==> src/rtl/quirk_pkg.sv <==
package quirk_pkg;

  localparam int unsigned DATA_W    = 8;
  localparam int unsigned OPC_W     = 8;
  localparam logic [DATA_W-1:0] LXA_MASK = 8'hEE;

  typedef enum logic [2:0] {
    OPK_ANDC  = 3'd0,  // AND, carry from bit 7
    OPK_ANDSR = 3'd1,  // AND then shift right
    OPK_ANDRR = 3'd2,  // AND then rotate with adder-style flags
    OPK_XSUB  = 3'd3,  // (A AND X) minus imm into X
    OPK_XAND  = 3'd4,  // X AND imm into A
    OPK_MAGIC = 3'd5,  // (A OR mask) AND imm into A and X
    OPK_SBC   = 3'd6,  // subtract with borrow
    OPK_NONE  = 3'd7   // unsupported
  } quirk_op_e;

  typedef struct packed {
    logic [DATA_W-1:0] acc;
    logic [DATA_W-1:0] xr;
    logic              n;
    logic              z;
    logic              c;
    logic              v;
  } quirk_res_t;

endpackage

==> src/rtl/quirk_decode.sv <==
module quirk_decode
  import quirk_pkg::*;
(
  input  logic [OPC_W-1:0] opcode_i,
  output quirk_op_e        op_o,
  output logic             acc_we_o,
  output logic             xreg_we_o,
  output logic             illegal_o
);

  always_comb begin
    op_o = OPK_NONE;
    unique case (opcode_i)
      8'h0B, 8'h2B: op_o = OPK_ANDC;
      8'h4B:        op_o = OPK_ANDSR;
      8'h6B:        op_o = OPK_ANDRR;
      8'hCB:        op_o = OPK_XSUB;
      8'h8B:        op_o = OPK_XAND;
      8'hAB:        op_o = OPK_MAGIC;
      8'hEB:        op_o = OPK_SBC;
      default:      op_o = OPK_NONE;
    endcase
  end

  always_comb begin
    acc_we_o  = 1'b0;
    xreg_we_o = 1'b0;
    illegal_o = 1'b0;
    case (op_o)
      OPK_XSUB:  xreg_we_o = 1'b1;
      OPK_MAGIC: begin
        acc_we_o  = 1'b1;
        xreg_we_o = 1'b1;
      end
      OPK_NONE:  illegal_o = 1'b1;
      default:   acc_we_o  = 1'b1;
    endcase
  end

endmodule

==> src/rtl/quirk_alu.sv <==
module quirk_alu
  import quirk_pkg::*;
(
  input  quirk_op_e         op_i,
  input  logic [DATA_W-1:0] imm_i,
  input  logic [DATA_W-1:0] acc_i,
  input  logic [DATA_W-1:0] xreg_i,
  input  logic              neg_i,
  input  logic              zero_i,
  input  logic              carry_i,
  input  logic              ovf_i,
  output quirk_res_t        res_o
);

  localparam int unsigned MSB = DATA_W - 1;

  logic [DATA_W-1:0] and_ai;
  logic [DATA_W-1:0] and_ax;
  logic [DATA_W:0]   xsub;
  logic [DATA_W:0]   sbc_sum;
  logic [DATA_W-1:0] dest;

  always_comb begin
    and_ai  = acc_i & imm_i;
    and_ax  = acc_i & xreg_i;
    xsub    = {1'b0, and_ax} + {1'b0, ~imm_i} + {{DATA_W{1'b0}}, 1'b1};
    sbc_sum = {1'b0, acc_i} + {1'b0, ~imm_i} + {{DATA_W{1'b0}}, carry_i};
  end

  always_comb begin
    res_o = '{acc: acc_i, xr: xreg_i, n: neg_i, z: zero_i, c: carry_i, v: ovf_i};
    case (op_i)
      OPK_ANDC: begin
        res_o.acc = and_ai;
        res_o.c   = and_ai[MSB];
      end
      OPK_ANDSR: begin
        res_o.acc = {1'b0, and_ai[MSB:1]};
        res_o.c   = and_ai[0];
      end
      OPK_ANDRR: begin
        res_o.acc = {carry_i, and_ai[MSB:1]};
        res_o.c   = and_ai[MSB];
        res_o.v   = and_ai[MSB] ^ and_ai[MSB-1];
      end
      OPK_XSUB: begin
        res_o.xr = xsub[DATA_W-1:0];
        res_o.c  = xsub[DATA_W];
      end
      OPK_XAND: begin
        res_o.acc = xreg_i & imm_i;
      end
      OPK_MAGIC: begin
        res_o.acc = (acc_i | LXA_MASK) & imm_i;
        res_o.xr  = (acc_i | LXA_MASK) & imm_i;
      end
      OPK_SBC: begin
        res_o.acc = sbc_sum[DATA_W-1:0];
        res_o.c   = sbc_sum[DATA_W];
        res_o.v   = (acc_i[MSB] ^ imm_i[MSB]) & (acc_i[MSB] ^ sbc_sum[MSB]);
      end
      default: ;
    endcase
    // N and Z describe the register that receives the result
    dest = (op_i == OPK_XSUB) ? res_o.xr : res_o.acc;
    if (op_i != OPK_NONE) begin
      res_o.n = dest[MSB];
      res_o.z = (dest == '0);
    end
  end

endmodule

==> src/rtl/quirk_out_reg.sv <==
module quirk_out_reg
  import quirk_pkg::*;
(
  input  logic       clk_i,
  input  logic       rst_ni,
  input  logic       en_i,
  input  quirk_res_t res_i,
  input  logic       acc_we_i,
  input  logic       xreg_we_i,
  input  logic       illegal_i,
  output quirk_res_t res_o,
  output logic       acc_we_o,
  output logic       xreg_we_o,
  output logic       illegal_o
);

  quirk_res_t res_d;
  logic       acc_we_d;
  logic       xreg_we_d;
  logic       illegal_d;

  always_comb begin
    res_d     = res_o;
    acc_we_d  = acc_we_o;
    xreg_we_d = xreg_we_o;
    illegal_d = illegal_o;
    if (en_i) begin
      res_d     = res_i;
      acc_we_d  = acc_we_i;
      xreg_we_d = xreg_we_i;
      illegal_d = illegal_i;
    end
  end

  always_ff @(posedge clk_i or negedge rst_ni) begin
    if (!rst_ni) begin
      res_o     <= '0;
      acc_we_o  <= 1'b0;
      xreg_we_o <= 1'b0;
      illegal_o <= 1'b0;
    end else begin
      res_o     <= res_d;
      acc_we_o  <= acc_we_d;
      xreg_we_o <= xreg_we_d;
      illegal_o <= illegal_d;
    end
  end

  AST_ILLEGAL_NO_WRITE: assert property (@(posedge clk_i) disable iff (!rst_ni)
    illegal_o |-> !(acc_we_o || xreg_we_o));

endmodule

==> src/rtl/quirk_imm_unit.sv <==
module quirk_imm_unit
  import quirk_pkg::*;
(
  input  logic              clk_i,
  input  logic              rst_ni,
  input  logic              valid_i,
  input  logic [OPC_W-1:0]  opcode_i,
  input  logic [DATA_W-1:0] imm_i,
  input  logic [DATA_W-1:0] acc_i,
  input  logic [DATA_W-1:0] xreg_i,
  input  logic              neg_i,
  input  logic              zero_i,
  input  logic              carry_i,
  input  logic              ovf_i,
  output logic [DATA_W-1:0] acc_o,
  output logic [DATA_W-1:0] xreg_o,
  output logic              flag_n_o,
  output logic              flag_z_o,
  output logic              flag_c_o,
  output logic              flag_v_o,
  output logic              acc_we_o,
  output logic              xreg_we_o,
  output logic              illegal_o
);

  quirk_op_e  op;
  logic       dec_acc_we;
  logic       dec_xreg_we;
  logic       dec_illegal;
  quirk_res_t alu_res;
  quirk_res_t reg_res;

  quirk_decode u_decode (
    .opcode_i  (opcode_i),
    .op_o      (op),
    .acc_we_o  (dec_acc_we),
    .xreg_we_o (dec_xreg_we),
    .illegal_o (dec_illegal)
  );

  quirk_alu u_alu (
    .op_i    (op),
    .imm_i   (imm_i),
    .acc_i   (acc_i),
    .xreg_i  (xreg_i),
    .neg_i   (neg_i),
    .zero_i  (zero_i),
    .carry_i (carry_i),
    .ovf_i   (ovf_i),
    .res_o   (alu_res)
  );

  quirk_out_reg u_out (
    .clk_i     (clk_i),
    .rst_ni    (rst_ni),
    .en_i      (valid_i),
    .res_i     (alu_res),
    .acc_we_i  (dec_acc_we),
    .xreg_we_i (dec_xreg_we),
    .illegal_i (dec_illegal),
    .res_o     (reg_res),
    .acc_we_o  (acc_we_o),
    .xreg_we_o (xreg_we_o),
    .illegal_o (illegal_o)
  );

  assign acc_o    = reg_res.acc;
  assign xreg_o   = reg_res.xr;
  assign flag_n_o = reg_res.n;
  assign flag_z_o = reg_res.z;
  assign flag_c_o = reg_res.c;
  assign flag_v_o = reg_res.v;

  AST_HOLD_IDLE: assert property (@(posedge clk_i) disable iff (!rst_ni)
    !valid_i |=> ($stable(acc_o) && $stable(xreg_o) && $stable(flag_c_o) && $stable(flag_v_o)));

  AST_ZERO_TRACKS_DEST: assert property (@(posedge clk_i) disable iff (!rst_ni)
    (valid_i && (opcode_i == 8'hCB)) |=> (flag_z_o == (xreg_o == '0)));

  AST_ANC_CARRY_IS_N: assert property (@(posedge clk_i) disable iff (!rst_ni)
    (valid_i && ((opcode_i == 8'h0B) || (opcode_i == 8'h2B))) |=> (flag_c_o == acc_o[DATA_W-1]));

  AST_SHIFT_CLEARS_N: assert property (@(posedge clk_i) disable iff (!rst_ni)
    (valid_i && (opcode_i == 8'h4B)) |=> !flag_n_o);

  AST_XSUB_KEEPS_V: assert property (@(posedge clk_i) disable iff (!rst_ni)
    (valid_i && (opcode_i == 8'hCB)) |=> (flag_v_o == $past(ovf_i) && acc_o == $past(acc_i)));

  AST_ILLEGAL_PASS: assert property (@(posedge clk_i) disable iff (!rst_ni)
    (valid_i && (opcode_i == 8'h02)) |=> (illegal_o && acc_o == $past(acc_i) && xreg_o == $past(xreg_i)));

endmodule

==> config.mk <==
export PLATFORM = sky130hd
export DESIGN_NAME = quirk_imm_unit
export DESIGN_NICKNAME = d
export VERILOG_FILES = /design/src/rtl/quirk_pkg.sv /design/src/rtl/quirk_decode.sv /design/src/rtl/quirk_alu.sv /design/src/rtl/quirk_out_reg.sv /design/src/rtl/quirk_imm_unit.sv
export SDC_FILE = /design/constraint.sdc
export NUM_CORES = 1
export LEC_CHECK = 0
export ABC_AREA = 1
export BUFFER_PORTS_ARGS = -buffer_cell sky130_fd_sc_hd__buf_4
export CAP_MARGIN = 30
export CORE_ASPECT_RATIO = 0.7
export CORE_UTILIZATION = 36
export CTS_BUF_LIST = sky130_fd_sc_hd__clkbuf_8
export DETAILED_ROUTE_END_ITERATION = 12
export PLACE_DENSITY_LB_ADDON = 0.2
export SYNTH_ARGS = -nofsm -noshare
export SYNTH_HDL_FRONTEND = slang
export SYNTH_SLANG_ARGS = --single-unit
export TNS_END_PERCENT = 20
==> constraint.sdc <==
create_clock -name clk_i -period 1.4 [get_ports clk_i]
set_input_delay 0 -clock clk_i [delete_from_list [all_inputs] [get_ports clk_i]]
set_output_delay 0 -clock clk_i [all_outputs]
set_load 0.05 [all_outputs]
==> impl_metrics.csv, run 1 <==
group,metric,value,unit
status,status,"finished, violations left",
status,violations,"negative setup slack",
power,pwr-share-clk,17.2,%
power,switchingPower,0.949,mW
power,cellLeakagePower,2.35,nW
global_routing,grt_max_degree,29,
timing,hold_ws,29.8,ps
global_routing,grt-ovfl-total,0,
synth,ys_seq_elements,23,
power,max-vdd-ir-drop,0.389,mV
placed_design,dp_slack,-634,ps
synth,yosys-top-cells-area,"dfrtp_1 22%, nand2_1 20%, ha_1 11%",
synth,avgSynthCellArea,6.18,um^2
die,core_area,6910,um^2
timing,finalCriticalPeriod,1700,ps
synth,syn-cell-area,2650,um^2
clock_tree,cts_root_buf,"clkbuf_8",
placed_design,portBuffers,61,
power,pwr_density_cell,567,nW/um^2
synth,synth_top_flop_cell,"dfrtp_1",
setup_path,critPathRequiredTime,1610,ps
global_routing,grt_pass1_vias,3111,
synth,ys_seq_area_share,21.8,%
setup_path,cp.arrival,1910,ps
detailed_routing,wire_per_inst,13.8,um
setup_path,reg2reg_depth,1,
final_layout,postLayoutCoreUtil,60.9,%
synth,yosysTopAreaCellShare,21.8,%
die,boundaryPins,62,
clock_tree,cts_tree,"done",
die,fp-row-count,25,
placed_design,place_inst,677,
worst_hold_path,hold_end,"u_out.res_o[0]",
timing,hold_viol_final,0,
final_layout,area_delta_synth_final,59.1,%
timing,setup_violations,10,
timing,max-slew-margin-rel,75.3,%
final_layout,nNetsFinal,656,
clock_tree,clock_latency,260,ps
detailed_routing,vias,3387,
setup_path,crit_fanout,3,
synth,synthCells,428,
timing,max_freq,587,MHz
worst_hold_path,min_from,"ovf_i",
die,start_util,38.3,%
die,die_area,7700,um^2
placed_design,place_congestion,0.919,
timing,setup_total_negative_slack,-1190,ps
setup_path,r2r-end,"u_out.illegal_o",
die,die_x,104,um
global_routing,grt_pass1_wl,14600,um
timing,fin_crit_sh,122,%
clock_tree,h-tree-depth,1,
power,combPwrFrac,51.1,%
synth,async_flop_share,100,%
setup_path,cp-end-kind,"flop",
setup_path,regToRegSetupSlack,680,ps
timing,worst_slack,-302,ps
final_layout,stdcell_count,684,
die,die-height,73.7,um
timing,fin_skew,0,ps
synth,yosysMostFrequentCell,"nand2_1",
power,seqPwrFrac,31.8,%
detailed_routing,antenna_left,0,
synth,ys_types,40,
placed_design,dp_hpwl,7580,um
setup_path,crit_type,"in -> reg",
detailed_routing,vias_per_cell,4.95,
timing,rsz0062_at_grt,"true",
setup_path,startpoint_type,"input port",
detailed_routing,wl,9450,um
placed_design,placed_cell_area,3950,um^2
power,design_power_total,2.39,mW
final_layout,final_area,4210,um^2
final_layout,diodes,0,
power,swShare,39.8,%
global_routing,gr-usage-all-layers,24.2,%
clock_tree,cts_made_buffers,3,
synth,synth_fp_nets,493,
clock_tree,clk_path_buf_depth,2,
synth,synth_edf_count,0,
worst_hold_path,hold_class,"in -> reg",
clock_tree,clkTransAtPathRegs,80,ps
timing,worst_pin_slew,368,ps
global_routing,antenna_found_initial,0,
detailed_routing,drc_errors,0,
synth,yosysWarnings,0,
detailed_routing,initialDrtViolationCount,178,
detailed_routing,dr.pass1.iters,5,
timing,drv_slew,0,
clock_tree,clkSinkCount,23,
final_layout,drive_gt1_share,38.8,%
setup_path,r2r-start,"u_out.illegal_o",
synth,synth_common_cells,"143 x nand2_1, 57 x inv_1, 45 x nor2_1",
worst_hold_path,whs_path_depth,3,
synth,synth_top_cell_by_area,"dfrtp_1",
power,internal_power,1.44,mW
run,drv_cap,0,
-- metal layers --
metal	wire, um	vias up	global-route usage [%]
met2	4240	93	40.5
met1	4610	1585	34.6
met3	488	8	2.40
li1	-	1701	-
met4	108	0	3.17
met5	0	-	0
-- registers in the layout (all words and copies together) (netlist names) --
signal / flops
u_out.acc_we_o: 1
u_out.illegal_o: 1
u_out.res_o: 20
u_out.xreg_we_o: 1
-- critical path, stage by stage --
cell and delay, ps:
buf_6 100, fa_2 410, fa_2 400, xor2_1 170
nand2_1 60, nand3_1 60, nor2_1 90, nand2_1 70
nand2_2 90, nand2_1 70, inv_1 80, nand3_2 70
nand2_2 80, nand4_1 80, nand2_1 70
-- cells in the final DEF, fill, tap and decap left out, types with 2 or more instances in the layout --
master,instances
inv_2,6
clkbuf_8,3
a21oi_4,2
nor2_1,44
o21ai_2,4
nand3_1,34
buf_6,2
nor2_4,3
o21ai_0,9
nand2_1,131
nor2_2,2
a21oi_1,9
inv_4,2
nand4_1,14
nand2_4,2
nand2_2,15
a21oi_2,4
ha_4,4
inv_1,54
o21ai_1,3
nand3b_1,4
dfrtp_1,23
nand3_2,6
a41oi_1,2
or2_2,6
fa_2,3
buf_4,161
ha_1,19
nor3_1,2
xor2_1,2
-- power groups by stage --
stage | sequential (mW) | combinational (mW) | clock, mW
2_1_floorplan | 0.979 | 0.386 | 0
3_3_place_gp | 0.769 | 1.11 | 0
3_5_place_dp | 0.771 | 1.12 | 0
4_1_cts | 0.758 | 1.15 | 0.419
5_1_grt | 0.765 | 1.32 | 0.442
6_report | 0.758 | 1.22 | 0.409
-- cells by family after synthesis --
| family | count (synthesis) | synth area share, % |
|---|---|---|
| AND/OR/NAND/NOR | 264 | 43.6 |
| AO/OA/AOI/OAI | 44 | 10.6 |
| buffers and inverters | 69 | 10.2 |
| adder cells (fa/ha/maj) | 26 | 13.2 |
| flip-flops | 23 | 21.8 |
| XOR/XNOR | 2 | 0.662 |
-- repair_timing --
action	in CTS	in global routing
pin swaps	10	26
resized for setup	16	39
setup endpoints to repair	14	19
hold buffers	1	0
gates cloned	0	0
buffers inserted	1	1
endpoints found under the hold margin	23	0
-- worst max-delay path by stage --
stage                     depth (start not counted)     start             end  slack, ps
after global routing                             15   carry_i  u_out.res_o[2]       -400
after CTS                                        16  imm_i[0]  u_out.res_o[2]       -270
after detailed placement                         15   carry_i  u_out.res_o[2]       -630
after global placement                           15   carry_i  u_out.res_o[2]       -600
final                                            15   carry_i  u_out.res_o[2]       -300
after floorplan                                  14   carry_i  u_out.res_o[2]       -230
-- layout make-up --
class                      instances  area (um^2)
sequential                        23          576
clock inverter                     1         3.75
multi-input combinational        336         1980
fill                             679         2710
tap                               94          118
inverter                          62          238
timing repair buffer             165         1260
clock buffer                       3         41.3
(Power assumes the default switching activity.)
==> run 2, diff against run 1 <==
- CORE_UTILIZATION: 36 -> 50
- PLACE_DENSITY: default -> 0.76
- PLACE_DENSITY_LB_ADDON: 0.2 -> default
==> run 2 against run 1 <==
  * The flow still finishes with violations (negative setup slack)
  * Register-to-register slack hardly changed
  * Via count grew 2.4%
  * Cell count fell by 4.5%
  * Fmax down 0.52%
  * First-iteration DRC count grew 30%
  * Clock power down 5%
  * Flip-flop and latch count unchanged
  * Hold slack lost 9.1 ps
  * Largest power group unchanged
==> impl_metrics.csv, run 2 (same netlist as run 1, synthesis figures left out) <==
group,metric,value,unit
status,status,"finished, violations left",
status,violations,"negative setup slack",
global_routing,grt-ovfl-total,0,
timing,worst_slack,-311,ps
die,start_util,53.5,%
final_layout,area_delta_synth_final,57.0,%
die,die_area,5590,um^2
final_layout,multi_input_area,1990,um^2
final_layout,regMostFlops,"u_out.res_o",
final_layout,drive_gt1_share,38.4,%
worst_hold_path,hold_class,"in -> reg",
clock_tree,clk_path_buf_depth,2,
final_layout,diodes,0,
timing,fin_skew,0,ps
run,drv_cap,0,
global_routing,grt_pass1_wl,13900,um
detailed_routing,initialDrtViolationCount,231,
timing,max-slew-margin-rel,77.4,%
final_layout,nNetsFinal,650,
setup_path,crit_fanout,3,
timing,hold_viol_final,0,
setup_path,critPathRequiredTime,1600,ps
timing,rsz0062_at_grt,"true",
setup_path,cp-end-kind,"flop",
detailed_routing,drc_errors,0,
timing,hold_ws,20.7,ps
global_routing,grt_pass1_vias,3052,
setup_path,crit_type,"in -> reg",
placed_design,portBuffers,61,
timing,setup_violations,10,
detailed_routing,wl,9240,um
clock_tree,cts_root_buf,"clkbuf_8",
setup_path,cp.arrival,1910,ps
detailed_routing,vias_per_cell,5.31,
final_layout,register_area,576,um^2
timing,fin_crit_sh,122,%
clock_tree,clkSinkCount,23,
final_layout,postLayoutCoreUtil,84.0,%
clock_tree,cts_made_buffers,3,
setup_path,startpoint_type,"input port",
power,pwr_density_cell,573,nW/um^2
die,core_area,4940,um^2
clock_tree,h-tree-depth,1,
timing,drv_slew,0,
global_routing,grt_max_degree,24,
placed_design,place_congestion,0.987,
power,cellLeakagePower,2.32,nW
placed_design,dp_slack,-702,ps
die,die_x,88.9,um
timing,max_freq,584,MHz
power,max-vdd-ir-drop,0.543,mV
final_layout,fillers,324,
detailed_routing,dr.pass1.iters,5,
timing,worst_pin_slew,336,ps
detailed_routing,wire_per_inst,14.1,um
die,die-height,62.9,um
placed_design,dp_hpwl,7200,um
clock_tree,cts_tree,"done",
clock_tree,clkTransAtPathRegs,80,ps
power,design_power_total,2.38,mW
die,fp-row-count,21,
detailed_routing,vias,3467,
die,boundaryPins,62,
global_routing,antenna_found_initial,0,
final_layout,layout_commonest_cell,"buf_4",
clock_tree,clock_latency,260,ps
timing,finalCriticalPeriod,1710,ps
final_layout,final_cell_mix,"154 x buf_4, 133 x nand2_1, 53 x inv_1",
detailed_routing,antenna_left,0,
global_routing,gr-usage-all-layers,32.0,%
final_layout,largest_register_ffs,20,
run 2: cell types whose count changed in the layout (fill, tap and decap cells not counted), moves of 2 or more:
cell and delta:
nand3_1 -2, buf_4 -7, o21ai_1 +2, nand2_1 +2
run 2: metrics by stage:
| stage | cell area, um^2 | TNS, ps | cells |
|---|---|---|---|
| 5_1_grt | 4150 | -2220 | 653 |
| 3_3_place_gp | 3880 | -6140 | 647 |
| 6_report | 4150 | -1310 | 653 |
| 3_5_place_dp | 3880 | -6620 | 647 |
| 4_1_cts | 4020 | -1060 | 653 |
| 2_1_floorplan | 2650 | -684 | 428 |
run 2: final timing paths:
kind,startpoint,end,slack (ps),cells after the start
min,ovf_i,u_out.res_o[0],20,3
max reg2reg,u_out.res_o[2],u_out.res_o[2],670,4
max in group asynchronous,rst_ni,u_out.res_o[10],1010,2
max,carry_i,u_out.res_o[2],-310,15
min reg2reg,u_out.xreg_we_o,u_out.xreg_we_o,490,2
min in group asynchronous,rst_ni,u_out.res_o[4],160,2
run 2: what timing repair did:
item / 4_1_cts / 5_1_grt
hold buffers: 1 / 0
setup buffers: 1 / 1
resized for setup: 22 / 35
pin swaps: 12 / 22
endpoints found under the hold margin: 23 / 0
setup endpoints to repair: 16 / 18
run 2: layout make-up:
cell class,instances,area share [%]
Clock buffer,3,0.995
Tap cell,69,2.08
Sequential cell,23,13.9
Timing Repair Buffer,159,29.4
Inverter,62,5.73
Clock inverter,1,0.0904
Multi-Input combinational cell,336,47.9
run 2: worst max-delay path, cell delays in order:
cell     delay, ps
buf_8          100
fa_2           420
fa_2           410
xor2_1         170
nand2_1         70
nand3_1         70
nor2_1         120
nand2_1         80
nand2_2         80
nand2_2         60
inv_2           50
nand3_2         50
nand2_2         80
nand4_1         80
nand2_1         70
run 2: report_power, final:
part | internal (mW) | switching (mW) | total (mW) | leakage (nW)
Combinational | 0.521 | 0.711 | 1.23 | 2.01
Sequential | 0.723 | 0.0355 | 0.759 | 0.278
Clock | 0.195 | 0.194 | 0.390 | 0.0269
Total | 1.44 | 0.941 | 2.38 | 2.32
run 2: per-layer routing:
metal / track usage [%] / routed length [um] / up-vias
met5: 0 / 0 / -
met4: 6.55 / 113 / 0
met3: 6.74 / 820 / 16
met2: 51.2 / 4260 / 178
met1: 44.6 / 4050 / 1581
li1: - / - / 1692
==> run 3, diff against run 2 <==
- CELL_PAD_IN_SITES_DETAIL_PLACEMENT: default -> 2
- CELL_PAD_IN_SITES_GLOBAL_PLACEMENT: default -> 2
- CORE_UTILIZATION: 50 -> 31
- PLACE_DENSITY: 0.76 -> 0.88
- SLEW_MARGIN: default -> 20
==> run 3 against run 2 <==
  * The run now fails in detailed placement (3_5_place_dp)
  * Synthesized area did not move
  * Synthesized cell count did not move
==> impl_metrics.csv, run 3 <==
group,metric,value,unit
synth,yosysTopAreaCellShare,21.8,%
status,error_line,"[ERROR DPL-0033] detailed placement checks failed during check placement.",
status,haltStage,"detailed placement (3_5_place_dp)",
synth,ys_types,40,
synth,synth_top_cell_by_area,"dfrtp_1",
synth,synth_common_cells,"143 x nand2_1, 57 x inv_1, 45 x nor2_1",
synth,async_flop_share,100,%
placed_design,portBuffers,61,
synth,ys_seq_elements,23,
synth,yosysWarnings,0,
die,fp-row-count,27,
synth,ys_seq_area_share,21.8,%
status,status,"stopped before the end",
die,die-height,79.3,um
placed_design,place_congestion,0.910,
synth,synth_edf_count,0,
synth,synthCells,428,
synth,syn-cell-area,2650,um^2
die,start_util,32.8,%
synth,avgSynthCellArea,6.18,um^2
synth,yosysMostFrequentCell,"nand2_1",
die,die_x,112,um
die,boundaryPins,62,
synth,synth_top_flop_cell,"dfrtp_1",
synth,yosys-top-cells-area,"dfrtp_1 22%, nand2_1 20%, ha_1 11%",
synth,synth_fp_nets,493,
placed_design,dp_hpwl,12400,um
run 3: kinds of logic after synthesis:
kind of cell	count (synthesis)	share of synthesized area (%)
fa+ha+maj	26	13.2
compound gates	44	10.6
xor+xnor	2	0.662
simple gates	264	43.6
buf+inv	69	10.2
flops	23	21.8
run 3: through the flow:
stage	worst slack, ps	TNS, ps	hold WS (ps)	area (um^2)
floorplan	-230	-684	-296	2650
global placement	-619	-6760	-90.8	3970
==> run 4, diff against run 3 <==
- CELL_PAD_IN_SITES_DETAIL_PLACEMENT: 2 -> default
- CELL_PAD_IN_SITES_GLOBAL_PLACEMENT: 2 -> default
- CORE_ASPECT_RATIO: 0.7 -> default
- CORE_UTILIZATION: 31 -> 35
- CTS_BUF_LIST: sky130_fd_sc_hd__clkbuf_8 -> default
- PLACE_DENSITY: 0.88 -> default
- PLACE_DENSITY_LB_ADDON: default -> 0.15
==> run 4 against run 3 <==
  * The flow now finishes, with violations (negative setup slack)
==> impl_metrics.csv, run 4 (same netlist as run 1, synthesis figures left out) <==
group,metric,value,unit
detailed_routing,wire_per_inst,13.1,um
final_layout,regMostFlops,"u_out.res_o",
timing,finalCriticalPeriod,1670,ps
setup_path,r2r-end,"u_out.illegal_o",
clock_tree,clkTransAtPathRegs,80,ps
placed_design,portBuffers,61,
global_routing,grt_pass1_wl,14400,um
placed_design,place_congestion,0.951,
final_layout,final_area,4190,um^2
setup_path,critPathRequiredTime,1610,ps
clock_tree,clock_latency,270,ps
clock_tree,cts_made_buffers,3,
final_layout,diodes,0,
die,die-height,88.9,um
final_layout,final_cell_mix,"153 x buf_4, 130 x nand2_1, 53 x inv_1",
worst_hold_path,hold_end,"u_out.res_o[0]",
worst_hold_path,min_from,"ovf_i",
final_layout,largest_register_ffs,20,
clock_tree,h-tree-depth,1,
clock_tree,cts_root_buf,"clkbuf_8",
timing,rsz0062_at_grt,"true",
timing,max-slew-margin-rel,57.8,%
detailed_routing,initialDrtViolationCount,122,
global_routing,grt_max_degree,24,
global_routing,antenna_found_initial,0,
timing,worst_pin_slew,631,ps
final_layout,nNetsFinal,649,
timing,worst_slack,-275,ps
global_routing,grt-ovfl-total,0,
clock_tree,clk_path_buf_depth,2,
detailed_routing,antenna_left,0,
placed_design,placed_cell_area,3920,um^2
timing,fin_crit_sh,120,%
timing,setup_total_negative_slack,-789,ps
setup_path,startpoint_type,"input port",
placed_design,dp_hpwl,7380,um
timing,hold_viol_final,0,
setup_path,crit_type,"in -> reg",
setup_path,cp.arrival,1890,ps
setup_path,r2r-start,"u_out.illegal_o",
detailed_routing,dr.pass1.iters,4,
die,boundaryPins,62,
detailed_routing,vias_per_cell,4.89,
timing,drv_slew,0,
worst_hold_path,whs_path_depth,3,
global_routing,gr-usage-all-layers,23.8,%
setup_path,path_cells,"buf_8, fa_2, fa_2, xor2_1, nand2_1, nand3_1, nor2_1, nand2_1, nand2_2, nand2_2, inv_2, nand3_2, nand2_2, nand4_1, nand2_1",
setup_path,reg2reg_depth,1,
die,start_util,36.3,%
final_layout,layout_commonest_cell,"buf_4",
die,die_area,7910,um^2
setup_path,crit_fanout,3,
timing,hold_ws,6.07,ps
setup_path,regToRegSetupSlack,700,ps
timing,setup_violations,6,
timing,fin_skew,0,ps
power,design_power_total,2.39,mW
clock_tree,clkSinkCount,23,
status,violations,"negative setup slack",
final_layout,drive_gt1_share,39.3,%
detailed_routing,wl,8970,um
setup_path,cp-end-kind,"flop",
die,core_area,7290,um^2
power,max-vdd-ir-drop,0.235,mV
die,fp-row-count,31,
status,status,"finished, violations left",
setup_path,max_stage_delay,440,ps
die,die_x,88.9,um
run,drv_cap,0,
final_layout,area_delta_synth_final,58.4,%
global_routing,grt_pass1_vias,3069,
detailed_routing,drc_errors,0,
detailed_routing,vias,3337,
timing,max_freq,597,MHz
final_layout,fillers,763,
clock_tree,cts_tree,"done",
worst_hold_path,hold_class,"in -> reg",
power,pwr_density_cell,570,nW/um^2
power,cellLeakagePower,2.32,nW
placed_design,dp_slack,-618,ps
setup_path,cp_slowest_cell,"fa_2",
==> run 4: report_power, final <==
group | internal (mW) | switching [mW]
logic | 0.514 | 0.688
registers | 0.723 | 0.0351
clock network | 0.199 | 0.227
==> run 4: final cells by class <==
type                            count  area [um^2]  area share [%]
Timing Repair Buffer              158         1220            29.0
Sequential cell                    23          576            13.7
Clock buffer                        3         41.3           0.985
Multi-Input combinational cell    336         1990            47.6
Inverter                           62          235            5.61
Tap cell                           99          124            2.96
Clock inverter                      1         5.00           0.119
==> run 4: stage by stage <==
step	util, %	instances
after floorplan	-	428
after global placement	53.8	676
after detailed placement	53.8	676
after CTS	55.4	682
after global routing	57.5	682
final	57.5	682
==> run 4: worst max-delay path, delay by kind of cell <==
family	cells	cell delay (ps)
buffers and inverters	2	160
XOR/XNOR	1	150
AND/OR/NAND/NOR	10	710
adder cells (fa/ha/maj)	2	860
==> run 4: worst max-delay path by stage <==
stage / start / to / slack (ps) / depth (start not counted)
detailed placement: acc_i[0] / u_out.res_o[1] / -620 / 15
global placement: acc_i[0] / u_out.res_o[1] / -560 / 15
finish: carry_i / u_out.res_o[2] / -270 / 15
CTS: imm_i[0] / u_out.res_o[2] / -230 / 16
global route: carry_i / u_out.res_o[2] / -410 / 15
floorplan: carry_i / u_out.res_o[2] / -230 / 14
==> run 4: routing by layer <==
metal,part of all wire [%],wire (um),track usage (%)
met5,0,0,0
met1,46,4090,31.1
met4,1.2,110,5.48
met2,49,4380,43.1
met3,4.3,385,1.39
==> run 4: timing repair <==
item | in CTS | in global routing
endpoints found under the hold margin | 23 | 0
endpoints found under the setup margin | 12 | 17
hold buffers | 1 | 0
pin swaps | 3 | 21
gates resized for setup | 18 | 40
buffers inserted | 1 | 0
